File: src/rtl/mmr_pkg.sv
package mmr_pkg;
  typedef enum logic [0:0] {
    ST_IDLE = 1'b0,
    ST_BUSY = 1'b1
  } mmr_state_e;
endpackage

File: src/rtl/mmr_cmd_fsm.sv
module mmr_cmd_fsm
  import mmr_pkg::*;
#(
  parameter int ADDR_W = 16,
  parameter int DATA_W = 32
) (
  input  logic              clk,
  input  logic              rst,
  input  logic              stall,
  input  logic              cmd_valid,
  input  logic              cmd_we,
  input  logic [ADDR_W-1:0] cmd_addr,
  input  logic [DATA_W-1:0] cmd_wdata,
  output logic              cmd_ready,
  output logic              bus_rd,
  output logic              bus_wr,
  output logic [ADDR_W-1:0] bus_addr,
  output logic [DATA_W-1:0] bus_wdata,
  output logic              xfer_end,
  output logic              xfer_rd
);
  mmr_state_e state;
  logic       advance;
  logic       take;

  // The single guard: nothing bus-facing moves unless the slave is not stalling.
  assign advance   = !stall;
  assign cmd_ready = advance;
  assign take      = advance && cmd_valid;
  assign xfer_end  = (state == ST_BUSY) && advance;
  assign xfer_rd   = bus_rd;

  always_ff @(posedge clk) begin
    if (rst) begin
      state     <= ST_IDLE;
      bus_rd    <= 1'b0;
      bus_wr    <= 1'b0;
      bus_addr  <= '0;
      bus_wdata <= '0;
    end else if (advance) begin
      if (take) begin
        state     <= ST_BUSY;
        bus_rd    <= !cmd_we;
        bus_wr    <= cmd_we;
        bus_addr  <= cmd_addr;
        bus_wdata <= cmd_wdata;
      end else begin
        state  <= ST_IDLE;
        bus_rd <= 1'b0;
        bus_wr <= 1'b0;
      end
    end
  end
endmodule

File: src/rtl/mmr_rdata_cap.sv
module mmr_rdata_cap #(
  parameter int DATA_W = 32
) (
  input  logic              clk,
  input  logic              rst,
  input  logic              xfer_end,
  input  logic              xfer_rd,
  input  logic [DATA_W-1:0] bus_rdata,
  output logic              rsp_done,
  output logic [DATA_W-1:0] rsp_rdata
);
  always_ff @(posedge clk) begin
    if (rst) begin
      rsp_done  <= 1'b0;
      rsp_rdata <= '0;
    end else begin
      rsp_done <= xfer_end;
      if (xfer_end && xfer_rd) rsp_rdata <= bus_rdata;
    end
  end
endmodule

File: src/rtl/mmr_req_hold.sv
module mmr_req_hold #(
  parameter int ADDR_W = 16,
  parameter int DATA_W = 32
) (
  input  logic              clk,
  input  logic              rst,
  input  logic              cmd_valid,
  output logic              cmd_ready,
  input  logic              cmd_we,
  input  logic [ADDR_W-1:0] cmd_addr,
  input  logic [DATA_W-1:0] cmd_wdata,
  output logic              rsp_done,
  output logic [DATA_W-1:0] rsp_rdata,
  output logic              bus_rd,
  output logic              bus_wr,
  output logic [ADDR_W-1:0] bus_addr,
  output logic [DATA_W-1:0] bus_wdata,
  input  logic [DATA_W-1:0] bus_rdata,
  input  logic              bus_stall
);
  logic xfer_end;
  logic xfer_rd;

  mmr_cmd_fsm #(.ADDR_W(ADDR_W), .DATA_W(DATA_W)) u_fsm (
    .clk       (clk),
    .rst       (rst),
    .stall     (bus_stall),
    .cmd_valid (cmd_valid),
    .cmd_we    (cmd_we),
    .cmd_addr  (cmd_addr),
    .cmd_wdata (cmd_wdata),
    .cmd_ready (cmd_ready),
    .bus_rd    (bus_rd),
    .bus_wr    (bus_wr),
    .bus_addr  (bus_addr),
    .bus_wdata (bus_wdata),
    .xfer_end  (xfer_end),
    .xfer_rd   (xfer_rd)
  );

  mmr_rdata_cap #(.DATA_W(DATA_W)) u_cap (
    .clk       (clk),
    .rst       (rst),
    .xfer_end  (xfer_end),
    .xfer_rd   (xfer_rd),
    .bus_rdata (bus_rdata),
    .rsp_done  (rsp_done),
    .rsp_rdata (rsp_rdata)
  );
endmodule

File: config.mk
export PLATFORM = sky130hd
export DESIGN_NAME = mmr_req_hold
export DESIGN_NICKNAME = d
export VERILOG_FILES = /design/src/rtl/mmr_pkg.sv /design/src/rtl/mmr_cmd_fsm.sv /design/src/rtl/mmr_rdata_cap.sv /design/src/rtl/mmr_req_hold.sv
export SDC_FILE = /design/constraint.sdc
export NUM_CORES = 1
export LEC_CHECK = 0
export BUFFER_PORTS_ARGS = -buffer_cell sky130_fd_sc_hd__buf_2
export CAP_MARGIN = 0
export CELL_PAD_IN_SITES_DETAIL_PLACEMENT = 0
export CELL_PAD_IN_SITES_GLOBAL_PLACEMENT = 1
export CORE_MARGIN = 10
export CORE_UTILIZATION = 27
export DETAILED_ROUTE_END_ITERATION = 10
export PLACE_DENSITY_LB_ADDON = 0.1
export RECOVER_POWER = 100
export SYNTH_ARGS = -nofsm -noshare
export SYNTH_HDL_FRONTEND = slang
export SYNTH_SLANG_ARGS = --single-unit
export TNS_END_PERCENT = 5
File: constraint.sdc
create_clock -name clk -period 1.1 [get_ports clk]
set_input_delay 0.22 -clock clk [delete_from_list [all_inputs] [get_ports clk]]
set_output_delay 0.22 -clock clk [all_outputs]
set_load 0.005 [all_outputs]
==> qor.json <==
{
  "outcome": "complete, no violations",
  "floorplan.die.height_um": 124,
  "global_route_wire_length_before_repair_mm": 15.3,
  "ys_seq_elements": 84,
  "post_synth.cell_area_avg_sq_um": 8.06,
  "worst_ir_drop_vdd_mv": 0.562,
  "yosys.area.top_type": "sky130_fd_sc_hd__dfxtp_1",
  "drt-total-wl_mm": 9.95,
  "maximum_number_of_pins_on_one_net_before_global_route_repair": 43,
  "setup.worst_path.class": "reg -> reg",
  "drt-wirelength-per-cell_um": 14.7,
  "design_area_sq_um": 4270,
  "cts_tree": "built",
  "regToRegSetupSlack_ns": 0.01,
  "min_path_type": "in -> reg",
  "drt_first_pass_iters": 4,
  "synthesis.instances": 365,
  "path_max_fanout": 16,
  "netlist_area_sq_um": 2940,
  "synth_fp_nets": 450,
  "clock_tree_root_buffer_cell": "sky130_fd_sc_hd__clkbuf_8",
  "final_layout_size_suffix_gt1_share_pct": 41.5,
  "timing.final.max_slew_violations": 0,
  "setup_violations": 0,
  "period_minus_slack_ns": 1.09,
  "final_common_cell": "sky130_fd_sc_hd__buf_2",
  "yosysWarnings": 0,
  "cp_num_buf_inv": 1,
  "placedInstanceArea_sq_um": 3950,
  "antenna_violating_nets_post_route": 0,
  "worstPathCellList": "and3b_2 > clkbuf_16 > nand2_1 > a21oi_1",
  "final_hold_violation_count": 0,
  "placement.io_buffers": 168,
  "grt_setup_unrepaired": "true",
  "required_ns": 1.38,
  "synth_sequential_area_ratio_pct": 57.2,
  "grt_pass1_vias": 2793,
  "floorplan.die.width_um": 124,
  "design.portCount": 169,
  "h_tree_levels": 3,
  "timing_worst_slew_pin_value_ns": 0.448,
  "crit_family": "flip-flops",
  "ctsHoldBuffers": 0,
  "pleak_nw": 1.94,
  "holdWs_ns": 0.0875,
  "cts-buffers-inserted": 9,
  "worst-endpoint-arrival_ns": 1.37,
  "detail_route.vias_per_cell": 4.35,
  "fin_util_pct": 39.7,
  "grt_usage_pct": 12.3,
  "synthDistinctLibCells": 17,
  "worstSetupStartpointType": "flop",
  "floorplan.initialDensity_pct": 27.4,
  "fin_skew_ns": 0.00596,
  "final_cell_mix": "167 x sky130_fd_sc_hd__buf_2, 162 x sky130_fd_sc_hd__nand2_1, 75 x sky130_fd_sc_hd__dfxtp_1, 68 x sky130_fd_sc_hd__a21oi_1, 14 x sky130_fd_sc_hd__a21oi_2",
  "cell_pwr_density_nw_per_um2": 1470,
  "grt-ovfl-total": 0,
  "area_growth_syn_to_layout_pct": 45.1,
  "max_slew_margin_pct": 70.1,
  "worst_skew_pair.late_latency_ns": 0.35,
  "dp.final_hpwl_mm": 7.15,
  "clk_pin_slew_ns": 0.09,
  "finalNetCount": 615,
  "core_area_sq_um": 10700,
  "final_min_period_over_clock_period_pct": 98.9,
  "fp.dieArea_sq_um": 15500,
  "buffers_inserted_by_post_cts_timing_repair": 0,
  "grt_antenna_before_repair": 2,
  "synth.top_cells.by_area": "sky130_fd_sc_hd__dfxtp_1 57%, sky130_fd_sc_hd__nand2_1 21%, sky130_fd_sc_hd__a21oi_1 14%",
  "critical-path-slowest-cell": "sky130_fd_sc_hd__dfxtp_4",
  "clock.fmax_ghz": 0.919,
  "gp_congestion": 0.696,
  "maxCapViolCount": 0,
  "route.detailed.drc": 0,
  "setup.worst_path.end_class": "flop",
  "cts_num_sinks": 84,
  "cpPeakStageDelay_ns": 0.37,
  "via_count": 2940,
  "max-clock-path-buffers": 2,
  "floorplan.rows": 38,
  "synth_top_area_share_pct": 57.2,
  "initialDrtViolationCount": 93
}
cell type report:
cell class,instances,area (sq um)
Antenna cell,1,2.50
Clock buffer,12,165
Clock inverter,4,70.1
Fill cell,1214,6480
Inverter,1,3.75
Multi-Input combinational cell,253,1140
Sequential cell,84,1700
Tap cell,140,175
Timing Repair Buffer,181,1020
sequential cells by signal, summed over array words and instances, names as in the netlist:
signal           flops
u_fsm.state          1
u_fsm.bus_addr      16
u_cap.rsp_rdata     32
u_fsm.bus_wr         1
u_cap.rsp_done       1
u_fsm.bus_wdata     32
u_fsm.bus_rd         1
worst reg2reg max path: stages, from the launching register on:
cell and delay [ns]:
sky130_fd_sc_hd__dfxtp_4 0.37, sky130_fd_sc_hd__and3b_2 0.27, sky130_fd_sc_hd__clkbuf_16 0.20, sky130_fd_sc_hd__nand2_1 0.06
sky130_fd_sc_hd__a21oi_1 0.12
stage by stage:
stage | std cells | setup WS (ns) | TNS (ns) | power, mW
after floorplan | 365 | 0.0623 | 0 | 3.47
after global routing | 675 | -0.0491 | -0.358 | 6.60
after CTS | 674 | 0.00795 | 0 | 6.41
after detailed placement | 658 | -0.00609 | -0.00826 | 3.80
final | 676 | 0.0119 | 0 | 6.26
after global placement | 658 | 0.0185 | 0 | 3.79
metal layers:
layer	vias up	track usage (%)	wire length, um
met2	116	17.3	4410
met3	13	5.87	965
met5	-	0	13
met4	2	5.55	155
li1	1497	-	-
met1	1312	15.4	4410
cell families after synthesis:
group | Yosys count | share of synthesized area [%]
simple gates | 170 | 22.5
compound gates | 83 | 14.2
buf+inv | 28 | 6.12
flops | 84 | 57.2
synthesized netlist by cell type (all sizes together):
library cell and instances:
nand3 1, a21oi 82, dfxtp 84, a22oi 1, nand3b 1, buf 20
nand2 162, inv 1, nand2b 1, nor2b 1, nor2 2, nor3b 1
and3b 1, clkbuf 7
path summary, 6_finish.rpt:
kind / from / to / cells after the start
min: cmd_addr[8] / u_fsm.bus_addr[8] / 3
max reg2reg: u_fsm.bus_rd / u_cap.rsp_rdata[5] / 4
min reg2reg: u_fsm.bus_wdata[19] / u_fsm.bus_wdata[19] / 2
max: u_fsm.bus_rd / u_cap.rsp_rdata[5] / 4
power by group:
group / switching [mW] / internal [mW]
clock: 1.09 / 1.46
combinational: 0.278 / 0.263
sequential: 0.0415 / 3.13
total: 1.41 / 4.85
what timing repair did:
item,4_1_cts,5_1_grt
gates cloned,0,1
setup endpoints to repair,1,42
gates resized for setup,2,24
pin swaps,0,1
(Power assumes the default switching activity.)
